<file path="config.mk">
export PLATFORM = sky130hd
export DESIGN_NAME = cfc_rename_table
export DESIGN_NICKNAME = d
export VERILOG_FILES = /design/src/rtl/cfc_rat_pkg.sv /design/src/rtl/cfc_newest_find.sv /design/src/rtl/cfc_dirty_grid.sv /design/src/rtl/cfc_map_store.sv /design/src/rtl/cfc_epoch_ctrl.sv /design/src/rtl/cfc_rename_table.sv
export SDC_FILE = /design/constraint.sdc
export NUM_CORES = 2
export LEC_CHECK = 0
export BUFFER_PORTS_ARGS = -buffer_cell sky130_fd_sc_hd__clkbuf_2
export CAP_MARGIN = 25
export CORE_ASPECT_RATIO = 1.5
export CORE_MARGIN = 1.5
export CORE_UTILIZATION = 50
export DETAILED_ROUTE_END_ITERATION = 7
export GPL_ROUTABILITY_DRIVEN = 0
export PLACE_DENSITY = 0.63
export SETUP_SLACK_MARGIN = 0.1
export SYNTH_ARGS = -nofsm -noshare
export SYNTH_HDL_FRONTEND = slang
export SYNTH_SLANG_ARGS = --single-unit
</file>
<file path="constraint.sdc">
create_clock -name clk -period 6.85 [get_ports clk]
set_input_delay 0.685 -clock clk [delete_from_list [all_inputs] [get_ports clk]]
set_output_delay 0.685 -clock clk [all_outputs]
set_load 0.1 [all_outputs]
</file>
<file path="src/rtl/cfc_rat_pkg.sv">
package cfc_rat_pkg;
  localparam int DEF_ARCH_REGS = 32;
  localparam int DEF_PHYS_REGS = 64;
  localparam int DEF_EPOCHS    = 4;

  // Which memory answers a source lookup in stage 2
  typedef enum logic {
    SRC_EPOCH  = 1'b0,
    SRC_COMMIT = 1'b1
  } src_sel_e;
endpackage

</file>
<file path="src/rtl/cfc_newest_find.sv">
// Priority search over one dirty row: newest live epoch first.
module cfc_newest_find #(
  parameter int NUM_EPOCHS = 4,
  parameter int CW = $clog2(NUM_EPOCHS),
  parameter int LW = $clog2(NUM_EPOCHS + 1)
) (
  input  logic [NUM_EPOCHS-1:0] row,
  input  logic [CW-1:0]         head,
  input  logic [LW-1:0]         live,
  output logic                  hit,
  output logic [CW-1:0]         epoch
);
  logic [CW-1:0] probe;

  // Walk from the oldest live position to the newest so the newest hit wins.
  always_comb begin
    hit   = 1'b0;
    epoch = head;
    probe = head;
    for (int k = NUM_EPOCHS - 1; k >= 0; k--) begin
      probe = head - CW'(k);
      if ((LW'(k) < live) && row[probe]) begin
        hit   = 1'b1;
        epoch = probe;
      end
    end
  end
endmodule

</file>
<file path="src/rtl/cfc_dirty_grid.sv">
// Dirty flags: one row per architectural register, one column per epoch.
module cfc_dirty_grid #(
  parameter int NUM_ARCH   = 32,
  parameter int NUM_EPOCHS = 4,
  parameter int NRD        = 2,
  parameter int AW = $clog2(NUM_ARCH),
  parameter int CW = $clog2(NUM_EPOCHS),
  parameter int LW = $clog2(NUM_EPOCHS + 1)
) (
  input  logic                    clk,
  input  logic                    rst_n,
  input  logic                    clr_en,
  input  logic [CW-1:0]           clr_col,
  input  logic                    set_en,
  input  logic [AW-1:0]           set_row,
  input  logic [CW-1:0]           set_col,
  input  logic [CW-1:0]           head,
  input  logic [LW-1:0]           live,
  input  logic [NRD-1:0][AW-1:0]  look_arch,
  output logic [NRD-1:0]          look_hit,
  output logic [NRD-1:0][CW-1:0]  look_epoch
);
  logic [NUM_EPOCHS-1:0] dirty_q [NUM_ARCH];
  logic [NUM_EPOCHS-1:0] dirty_d [NUM_ARCH];
  logic                  grid_en;
  logic [NUM_ARCH-1:0]   head_col;

  assign grid_en = clr_en | set_en;

  always_comb begin
    for (int r = 0; r < NUM_ARCH; r++) begin
      dirty_d[r] = dirty_q[r];
      if (clr_en) dirty_d[r][clr_col] = 1'b0;
    end
    if (set_en) dirty_d[set_row][set_col] = 1'b1;
  end

  always_ff @(posedge clk or negedge rst_n) begin
    if (!rst_n) begin
      for (int r = 0; r < NUM_ARCH; r++) dirty_q[r] <= '0;
    end else if (grid_en) begin
      for (int r = 0; r < NUM_ARCH; r++) dirty_q[r] <= dirty_d[r];
    end
  end

  for (genvar g = 0; g < NRD; g++) begin : g_find
    cfc_newest_find #(
      .NUM_EPOCHS(NUM_EPOCHS), .CW(CW), .LW(LW)
    ) u_find (
      .row   (dirty_q[look_arch[g]]),
      .head  (head),
      .live  (live),
      .hit   (look_hit[g]),
      .epoch (look_epoch[g])
    );
  end

  always_comb begin
    for (int r = 0; r < NUM_ARCH; r++) head_col[r] = dirty_q[r][head];
  end

  AST_FLAG_LANDS: assert property (@(posedge clk) disable iff (!rst_n)
    set_en |=> dirty_q[$past(set_row)][$past(set_col)]);
  AST_FRESH_COLUMN: assert property (@(posedge clk) disable iff (!rst_n)
    clr_en |=> ($countones(head_col) <= 1));
endmodule

</file>
<file path="src/rtl/cfc_map_store.sv">
// Flattened epoch memory plus a separate committed memory.
module cfc_map_store #(
  parameter int NUM_ARCH   = 32,
  parameter int NUM_PHYS   = 64,
  parameter int NUM_EPOCHS = 4,
  parameter int NRD        = 2,
  parameter int AW = $clog2(NUM_ARCH),
  parameter int PW = $clog2(NUM_PHYS),
  parameter int CW = $clog2(NUM_EPOCHS),
  parameter int IW = CW + AW
) (
  input  logic                   clk,
  input  logic                   rst_n,
  input  logic                   ep_we,
  input  logic [IW-1:0]          ep_waddr,
  input  logic [PW-1:0]          ep_wdata,
  input  logic                   cm_we,
  input  logic [AW-1:0]          cm_waddr,
  input  logic [PW-1:0]          cm_wdata,
  input  logic [NRD-1:0][IW-1:0] rd_ep_addr,
  input  logic [NRD-1:0][AW-1:0] rd_cm_addr,
  input  logic [NRD-1:0]         rd_use_cm,
  output logic [NRD-1:0][PW-1:0] rd_tag
);
  localparam int DEPTH = NUM_EPOCHS * NUM_ARCH;

  logic [PW-1:0] ep_mem [DEPTH];
  logic [PW-1:0] cm_mem [NUM_ARCH];

  // Epoch tables need no reset: dirty flags gate every read.
  always_ff @(posedge clk) begin
    if (ep_we) ep_mem[ep_waddr] <= ep_wdata;
  end

  always_ff @(posedge clk or negedge rst_n) begin
    if (!rst_n) begin
      for (int i = 0; i < NUM_ARCH; i++) cm_mem[i] <= PW'(i);
    end else if (cm_we) begin
      cm_mem[cm_waddr] <= cm_wdata;
    end
  end

  for (genvar g = 0; g < NRD; g++) begin : g_rd
    assign rd_tag[g] = rd_use_cm[g] ? cm_mem[rd_cm_addr[g]] : ep_mem[rd_ep_addr[g]];
  end

  AST_COMMIT_STORED: assert property (@(posedge clk) disable iff (!rst_n)
    cm_we |=> (cm_mem[$past(cm_waddr)] == $past(cm_wdata)));
endmodule

</file>
<file path="src/rtl/cfc_epoch_ctrl.sv">
// Ring pointers, live count, stall and recovery.
module cfc_epoch_ctrl #(
  parameter int NUM_EPOCHS = 4,
  parameter int CW = $clog2(NUM_EPOCHS),
  parameter int LW = $clog2(NUM_EPOCHS + 1)
) (
  input  logic          clk,
  input  logic          rst_n,
  input  logic          ren_req,
  input  logic          open_req,
  input  logic          retire_req,
  input  logic          rcv_req,
  input  logic [CW-1:0] rcv_epoch,
  output logic          stall,
  output logic          accept,
  output logic          alloc_fire,
  output logic [CW-1:0] tgt_epoch,
  output logic [CW-1:0] head,
  output logic [LW-1:0] live
);
  logic [CW-1:0] head_q, head_d, tail_q, tail_d, span;
  logic [LW-1:0] live_q, live_d;
  logic          full, empty, retire_fire, rcv_fire, ptr_en;

  assign full        = (live_q == LW'(NUM_EPOCHS));
  assign empty       = (live_q == '0);
  assign stall       = ren_req & (rcv_req | (open_req ? full : empty));
  assign accept      = ren_req & ~stall;
  assign alloc_fire  = accept & open_req;
  assign retire_fire = retire_req & ~empty;
  assign rcv_fire    = rcv_req & ~empty;
  assign tgt_epoch   = open_req ? head_q + CW'(1) : head_q;
  assign ptr_en      = alloc_fire | retire_fire | rcv_fire;

  always_comb begin
    tail_d = retire_fire ? tail_q + CW'(1) : tail_q;
    span   = rcv_epoch - tail_d;
    if (rcv_fire) begin
      head_d = rcv_epoch;
      live_d = LW'(span) + LW'(1);
    end else begin
      head_d = alloc_fire ? head_q + CW'(1) : head_q;
      live_d = live_q + LW'(alloc_fire) - LW'(retire_fire);
    end
  end

  always_ff @(posedge clk or negedge rst_n) begin
    if (!rst_n) begin
      head_q <= CW'(NUM_EPOCHS - 1);
      tail_q <= '0;
      live_q <= '0;
    end else if (ptr_en) begin
      head_q <= head_d;
      tail_q <= tail_d;
      live_q <= live_d;
    end
  end

  assign head = head_q;
  assign live = live_q;

  AST_LIVE_CAP: assert property (@(posedge clk) disable iff (!rst_n)
    live_q <= LW'(NUM_EPOCHS));
  AST_HOLD_ON_STALL: assert property (@(posedge clk) disable iff (!rst_n)
    (stall && !rcv_req) |=> $stable(head_q));
  AST_EMPTY_LINK: assert property (@(posedge clk) disable iff (!rst_n)
    (live_q == '0) |-> (head_q + CW'(1) == tail_q));
  AST_RECOVER_HEAD: assert property (@(posedge clk) disable iff (!rst_n)
    rcv_fire |=> (head_q == $past(rcv_epoch)));
endmodule

</file>
<file path="src/rtl/cfc_rename_table.sv">
module cfc_rename_table
  import cfc_rat_pkg::*;
#(
  parameter int NUM_ARCH   = DEF_ARCH_REGS,
  parameter int NUM_PHYS   = DEF_PHYS_REGS,
  parameter int NUM_EPOCHS = DEF_EPOCHS,
  parameter int AW = $clog2(NUM_ARCH),
  parameter int PW = $clog2(NUM_PHYS),
  parameter int CW = $clog2(NUM_EPOCHS)
) (
  input  logic          clk,
  input  logic          rst_n,
  input  logic          ren_valid,
  input  logic          ren_open_epoch,
  input  logic [AW-1:0] ren_src_a,
  input  logic [AW-1:0] ren_src_b,
  input  logic          ren_dst_en,
  input  logic [AW-1:0] ren_dst,
  input  logic [PW-1:0] ren_new_tag,
  output logic          ren_stall,
  output logic          res_valid,
  output logic [PW-1:0] res_tag_a,
  output logic [PW-1:0] res_tag_b,
  output logic [CW-1:0] res_epoch,
  input  logic          cmt_valid,
  input  logic [AW-1:0] cmt_arch,
  input  logic [PW-1:0] cmt_tag,
  input  logic          cmt_retire,
  input  logic          rcv_valid,
  input  logic [CW-1:0] rcv_epoch
);
  localparam int NRD = 2;
  localparam int LW  = $clog2(NUM_EPOCHS + 1);
  localparam int IW  = CW + AW;

  logic                  accept, alloc_fire;
  logic [CW-1:0]         tgt_epoch, head;
  logic [LW-1:0]         live;
  logic [NRD-1:0][AW-1:0] look_arch;
  logic [NRD-1:0]        look_hit;
  logic [NRD-1:0][CW-1:0] look_epoch;

  // stage-2 registers
  logic                  s2_valid_q, s2_valid_d;
  logic [NRD-1:0][IW-1:0] s2_ep_addr_q, s2_ep_addr_d;
  logic [NRD-1:0][AW-1:0] s2_cm_addr_q, s2_cm_addr_d;
  logic [NRD-1:0]        s2_use_cm_q, s2_use_cm_d;
  logic [CW-1:0]         s2_epoch_q, s2_epoch_d;
  logic                  s2_wr_q, s2_wr_d;
  logic [IW-1:0]         s2_waddr_q, s2_waddr_d;
  logic [PW-1:0]         s2_wtag_q, s2_wtag_d;
  logic [NRD-1:0][PW-1:0] rd_tag;

  cfc_epoch_ctrl #(.NUM_EPOCHS(NUM_EPOCHS), .CW(CW), .LW(LW)) u_ctrl (
    .clk        (clk),
    .rst_n      (rst_n),
    .ren_req    (ren_valid),
    .open_req   (ren_open_epoch),
    .retire_req (cmt_valid & cmt_retire),
    .rcv_req    (rcv_valid),
    .rcv_epoch  (rcv_epoch),
    .stall      (ren_stall),
    .accept     (accept),
    .alloc_fire (alloc_fire),
    .tgt_epoch  (tgt_epoch),
    .head       (head),
    .live       (live)
  );

  assign look_arch[0] = ren_src_a;
  assign look_arch[1] = ren_src_b;

  // Stage 1: flag search, index forming, flag update
  cfc_dirty_grid #(
    .NUM_ARCH(NUM_ARCH), .NUM_EPOCHS(NUM_EPOCHS), .NRD(NRD),
    .AW(AW), .CW(CW), .LW(LW)
  ) u_grid (
    .clk        (clk),
    .rst_n      (rst_n),
    .clr_en     (alloc_fire),
    .clr_col    (tgt_epoch),
    .set_en     (accept & ren_dst_en),
    .set_row    (ren_dst),
    .set_col    (tgt_epoch),
    .head       (head),
    .live       (live),
    .look_arch  (look_arch),
    .look_hit   (look_hit),
    .look_epoch (look_epoch)
  );

  always_comb begin
    s2_valid_d = accept;
    for (int g = 0; g < NRD; g++) begin
      s2_ep_addr_d[g] = {look_epoch[g], look_arch[g]};
      s2_cm_addr_d[g] = look_arch[g];
      s2_use_cm_d[g]  = look_hit[g] ? SRC_EPOCH : SRC_COMMIT;
    end
    s2_epoch_d = tgt_epoch;
    s2_wr_d    = accept & ren_dst_en;
    s2_waddr_d = {tgt_epoch, ren_dst};
    s2_wtag_d  = ren_new_tag;
  end

  always_ff @(posedge clk or negedge rst_n) begin
    if (!rst_n) begin
      s2_valid_q <= 1'b0;
      s2_wr_q    <= 1'b0;
    end else begin
      s2_valid_q <= s2_valid_d;
      s2_wr_q    <= s2_wr_d;
    end
  end

  always_ff @(posedge clk) begin
    if (accept) begin
      s2_ep_addr_q <= s2_ep_addr_d;
      s2_cm_addr_q <= s2_cm_addr_d;
      s2_use_cm_q  <= s2_use_cm_d;
      s2_epoch_q   <= s2_epoch_d;
      s2_waddr_q   <= s2_waddr_d;
      s2_wtag_q    <= s2_wtag_d;
    end
  end

  // Stage 2: parallel read, select, writes at end of cycle
  cfc_map_store #(
    .NUM_ARCH(NUM_ARCH), .NUM_PHYS(NUM_PHYS), .NUM_EPOCHS(NUM_EPOCHS),
    .NRD(NRD), .AW(AW), .PW(PW), .CW(CW), .IW(IW)
  ) u_store (
    .clk        (clk),
    .rst_n      (rst_n),
    .ep_we      (s2_wr_q),
    .ep_waddr   (s2_waddr_q),
    .ep_wdata   (s2_wtag_q),
    .cm_we      (cmt_valid),
    .cm_waddr   (cmt_arch),
    .cm_wdata   (cmt_tag),
    .rd_ep_addr (s2_ep_addr_q),
    .rd_cm_addr (s2_cm_addr_q),
    .rd_use_cm  (s2_use_cm_q),
    .rd_tag     (rd_tag)
  );

  assign res_valid = s2_valid_q;
  assign res_tag_a = rd_tag[0];
  assign res_tag_b = rd_tag[1];
  assign res_epoch = s2_epoch_q;

  AST_RESULT_FOLLOWS: assert property (@(posedge clk) disable iff (!rst_n)
    accept |=> res_valid);
  AST_NO_GHOST: assert property (@(posedge clk) disable iff (!rst_n)
    !accept |=> !res_valid);
endmodule

</file>
=== After elaboration in Yosys (flattened, before gate mapping) ===
Memory sizes are Yosys's and may differ from the RTL's. A register that Yosys moved wholly into a read port is not among the register bits.
Cells that the tools add are included.

* Register bits after elaboration: 370
* Word-level logic and storage cells: 271
* RAM bits: 768
* Memories kept: 1

* Bitwise operators: 53
* $add $sub $neg: 9
* Magnitude comparators: 18
* Eq/ne operators: 1
* Mux-type cells: 98
* Reductions and logical operators: 14

{| class="wikitable"
|+ Memory list
! name !! depth !! width !! read ports !! clocked after Yosys merged registers in !! write ports !! line !! RTL
|-
| u_store.ep_mem || 128 || 6 || 2 || 2 || 1 || cfc_map_store.sv:27 || <nowiki>logic [PW-1:0] ep_mem [DEPTH];</nowiki>
|}

{| class="wikitable"
|+ Operator list
! kind !! number
|-
| 192-bit bitwise mux || 1
|-
| 4-bit 2-to-1 mux || 37
|-
| 4-bit AND || 32
|-
| 128-bit 2-to-1 mux || 1
|-
| 128-bit bitwise OR || 1
|-
| 6-bit binary-select mux with 5-bit select || 2
|-
| 6-bit 2-to-1 mux || 7
|-
| 4-bit binary-select mux with 5-bit select || 2
|-
| 6-bit greater-or-equal comparator, second input constant || 6
|-
| 5-bit NOT with 6-bit output || 6
|-
| 6-bit demux with 5-bit select || 1
|-
| 2-bit 2-to-1 mux || 12
|-
| 1-bit 2-to-1 mux || 22
|-
| 4-bit demux with 5-bit select || 1
|-
| 1-bit binary-select mux with 2-bit select || 8
|-
| 2-bit by 3-bit less-than comparator with 1-bit output, second input constant || 5
|-
| 7-bit 2-to-1 mux || 2
|-
| 6-bit by 1-bit less-than comparator with 1-bit output, second input constant || 2
|-
| 1-bit logical AND || 11
|-
| 1-bit AND || 7
|-
| 1-bit by 3-bit less-than comparator with 1-bit output, first input constant || 2
|-
| 2-bit by 3-bit less-than comparator with 1-bit output, first input constant || 2
|-
| 2-bit by 1-bit adder with 2-bit output, second input constant || 2
|-
| 4-bit NOT || 1
|-
| 15 further kinds || 20
|}

=== Depth between registers and ports, before layout ===
* Depth after elaboration: 12
* Gate-level depth with buffers: 13

=== By module ===
A second synthesis with hierarchy kept.

* Cell total of the unflattened synthesis: 3,699
* Area total of the unflattened synthesis: 56,998.4 µm²

{| class="wikitable"
|+ Modules (own cells, without submodules)
! module !! times used !! area each (µm²) !! seq. area each (µm²) !! cells an instance
|-
| cfc_map_store || 1 || 47,957.2 || 27,966.8 || 2,979
|-
| cfc_dirty_grid || 1 || 6,744.0 || 3,203.1 || 530
|-
| cfc_rename_table || 1 || 955.9 || 920.9 || 37
|-
| cfc_newest_find || 2 || 351.6 || 0.0 || 47
|-
| cfc_epoch_ctrl || 1 || 638.1 || 177.7 || 59
|}

=== Worst setup path after synthesis ===
OpenSTA, ideal clock, no wires.

* Kind: reg-to-output
* From: register with a tool-made name
* To: output res_tag_a[1]
* Stages on the path, launching flop included: 10
* Arrival: 3.592 ns
* Required time: 6.165 ns
* Path slack: 2.573 ns
* Path through: dfxtp_1 -> clkbuf_1 -> clkbuf_1 -> buf_1 -> mux4_2 -> mux4_2 -> mux4_2 -> nor2b_1 -> a211oi_1 -> a21oi_1

{| class="wikitable"
|+ RTL lines
! item !! line !! RTL
|-
| end: declaration || cfc_rename_table.sv:22 || <nowiki>output logic [PW-1:0] res_tag_a,</nowiki>
|}

==> results.json <==
{
  "vdd.ir_drop.worst_v": 0.000215,
  "dpl.hpwl_mm": 103,
  "async_reset_ff_frac": 0.289,
  "drc": 6,
  "drv_cap": 0,
  "rows": 149,
  "relSlewSlack": 0.279,
  "tns_ns": 0,
  "vias": 31460,
  "worstPathCellList": "buf_12 -> mux4_2 -> mux4_2 -> mux4_2 -> nor2b_1 -> a211oi_1 -> a21oi_1 -> clkbuf_2",
  "yosysUniqueCellTypes": 65,
  "power.density_nw_per_um2": 300,
  "grt_pass1_wl_mm": 229,
  "root_buffer": "clkbuf_16",
  "via_per_inst": 6.89,
  "path_class": "reg2out",
  "slew_viol_final": 0,
  "rsz0062_at_grt": "no",
  "violations": "design-rule violations",
  "die_width_um": 275,
  "synth-edff-count": 797,
  "postRouteAntennaNets": 0,
  "cp.arrival_ns": 5.26,
  "synth-seq-area-share": 0.586,
  "finalSetupViolCount": 0,
  "grt_start_max_net_pins": 176,
  "synth.most_common_cell": "edfxtp_1",
  "syn_avg_cell_area_um2": 18.3,
  "antenna_found_initial": 3,
  "htreeDepth": 3,
  "top_layer": "met5",
  "p_leak_nw": 20.7,
  "postCtsSetupRepairBufs": 0,
  "clkLatencyLatePin_ns": 0.72,
  "io_buffers": 57,
  "clock-sinks": 1140,
  "dieArea_um2": 113000,
  "first_pass_iters": 8,
  "outcome": "finished with violations",
  "period_share": 0.868,
  "cts_buffers": 109,
  "synth_ff_type": "edfxtp_1",
  "area_growth_syn_to_layout_pct": 9.94,
  "postCtsHoldBufs": 0,
  "syn_area_um2": 55600,
  "cp_common_cell": "mux4_2",
  "cts_tree": "done",
  "met3_length_mm": 11.0,
  "period_minus_slack_ns": 5.95,
  "drive_gt1_frac": 0.405,
  "fin_nets": 3094,
  "grt_pass1_vias": 32818,
  "synth_top_area_share": 0.431,
  "setup_slack_ns": 0.904,
  "finalHoldViolCount": 0,
  "synth_largest_area_cell": "edfxtp_1",
  "start_util": 0.505,
  "place_ws_ns": 1.68,
  "drt-met1-wl_mm": 56.3,
  "synth_seq_cells": 1140,
  "clkTransAtPathRegs_ns": 0.07,
  "slowest_stage": "dfxtp_4",
  "cts_resized": 0,
  "yosys-top-cells-area": "edfxtp_1 43%, mux4_2 27%, dfrtp_1 11%, mux2_2 4.3%, dfstp_2 3.9%",
  "final.setup_skew_ns": 0.0330,
  "clockBufferDepth": 3,
  "syn-num-nets": 3085,
  "wl_mm": 156,
  "dieHeight_um": 411,
  "finalPower_mw": 18.3,
  "ys_top_cells_by_count": "797 x edfxtp_1, 657 x mux4_2, 247 x dfrtp_1",
  "routedWlPerCell_um": 34.1,
  "timing.rr.start": "u_ctrl.live[2]",
  "ios": 58,
  "critical_path_required_ns": 6.16,
  "cp_max_fo": 41,
  "core_area_um2": 110000,
  "reg2reg_depth": 12,
  "synth_cells": 3035,
  "ys_warn_count": 0,
  "hp-class": "in2async",
  "dr_wl_met2_mm": 81.3,
  "max_stage_delay_ns": 0.87,
  "grt_overflow": 0,
  "max_freq_ghz": 0.168,
  "worstMarginPinSlew_ns": 1.08,
  "drt_iter0_markers": 3232,
  "cp-start-kind": "register",
  "grt.total_usage": 0.280,
  "worstSetupEndpointType": "output pin"
}
## area by class of cell
| type | count | area [um2] |
|---|---|---|
| clock inverter | 59 | 593 |
| timing repair buffer | 134 | 1110 |
| multi-input combinational | 1648 | 22000 |
| clock buffer | 140 | 2980 |
| fill | 8339 | 48900 |
| tap | 1434 | 1790 |
| sequential | 1140 | 32600 |
| antenna | 1 | 2.50 |
| inverter | 11 | 41.3 |
## worst max-delay path: cells and delay by family (launching register included)
family | cells | cell delay, ns
AO/OA/AOI/OAI | 2 | 0.89
multiplexers | 3 | 1.63
AND/OR/NAND/NOR | 1 | 0.22
buffers and inverters | 2 | 0.84
flip-flops | 1 | 0.87
## state kept, by name (all words and copies together), names as in the netlist, named ones only
name	cells
res_epoch	2
res_valid	1
s2_ep_addr_q	14
s2_use_cm_q	2
s2_waddr_q	5
s2_wr_q	1
s2_wtag_q	6
u_ctrl.head	2
u_ctrl.live	3
u_ctrl.tail_q	2
u_grid.dirty_q	128
u_store.cm_mem	192
u_store.ep_mem	768
## worst paths after layout
path                       slack [ns]             endpoint
max                              0.90         res_tag_a[2]
max reg2reg                      3.48       u_ctrl.live[2]
min reg2reg                      0.48             register
min                              0.02  u_store.cm_mem[172]
min in group clk                 0.14         s2_wtag_q[3]
max in group asynchronous        5.30   u_grid.dirty_q[77]
## layout by cell type, fill, tap and decap left out, types with 11 or more instances in the layout
cell type   netlist  final
edfxtp_1        797    797
mux4_2          657    657
dfrtp_1         247    247
mux2_2          210    210
nor2_1          194    194
clkbuf_16         0    113
nand2_1         103    103
a22o_1           88     88
mux2i_1          82     82
dfstp_2          82     82
buf_4             4     61
clkbuf_2          0     56
o21ai_0          49     49
a21oi_1          36     36
a22oi_1          32     32
nor2b_1          28     28
nand3_1          25     24
clkbuf_1        156     22
clkinv_2          0     17
clkinv_1          1     15
a211oi_1         13     13
clkinvlp_4        0     13
o22ai_1          12     12
xnor2_1          11     11
nor3_1           11     11
bufinv_16         0     11
## per-layer routing
| metal | global-route usage | vias up |
|---|---|---|
| li1 | - | 12668 |
| met1 | 0.351 | 16947 |
| met2 | 0.484 | 1540 |
| met3 | 0.0443 | 299 |
| met4 | 0.121 | 6 |
| met5 | 0 | - |
## power by group
group          switching, mW  internal, mW
registers              0.526          7.87
clock network           2.65          3.47
logic                   2.09          1.74
total                   5.27          13.1
## stage by stage
step | std cells | hold slack (ns) | area, um2 | utilization
CTS | 4562 | 0.0293 | 61000 | 0.554
detailed placement | 4363 | 0.458 | 57400 | 0.522
global placement | 4358 | 0.469 | 57300 | 0.521
global route | 4566 | 0.0841 | 61100 | 0.555
floorplan | 3035 | 0.389 | 55600 | -
finish | 4567 | 0.0164 | 61100 | 0.555
## cell families (layout without fill, tap and decap cells)
| logic type | after synthesis | in the layout | synth area share |
|---|---|---|---|
| other | 0 | 1 | 0 |
| xor gates and xnor gates | 15 | 15 | 0.00236 |
| adders and majority gates | 8 | 8 | 0.00194 |
| buffers and inverters | 247 | 344 | 0.0184 |
| AOI/OAI and AO/OA | 254 | 254 | 0.0329 |
| and+or+nand+nor | 419 | 419 | 0.0338 |
| muxes | 952 | 952 | 0.325 |
| DFF | 1140 | 1140 | 0.586 |
No activity file was read; power rests on OpenSTA's default activity.
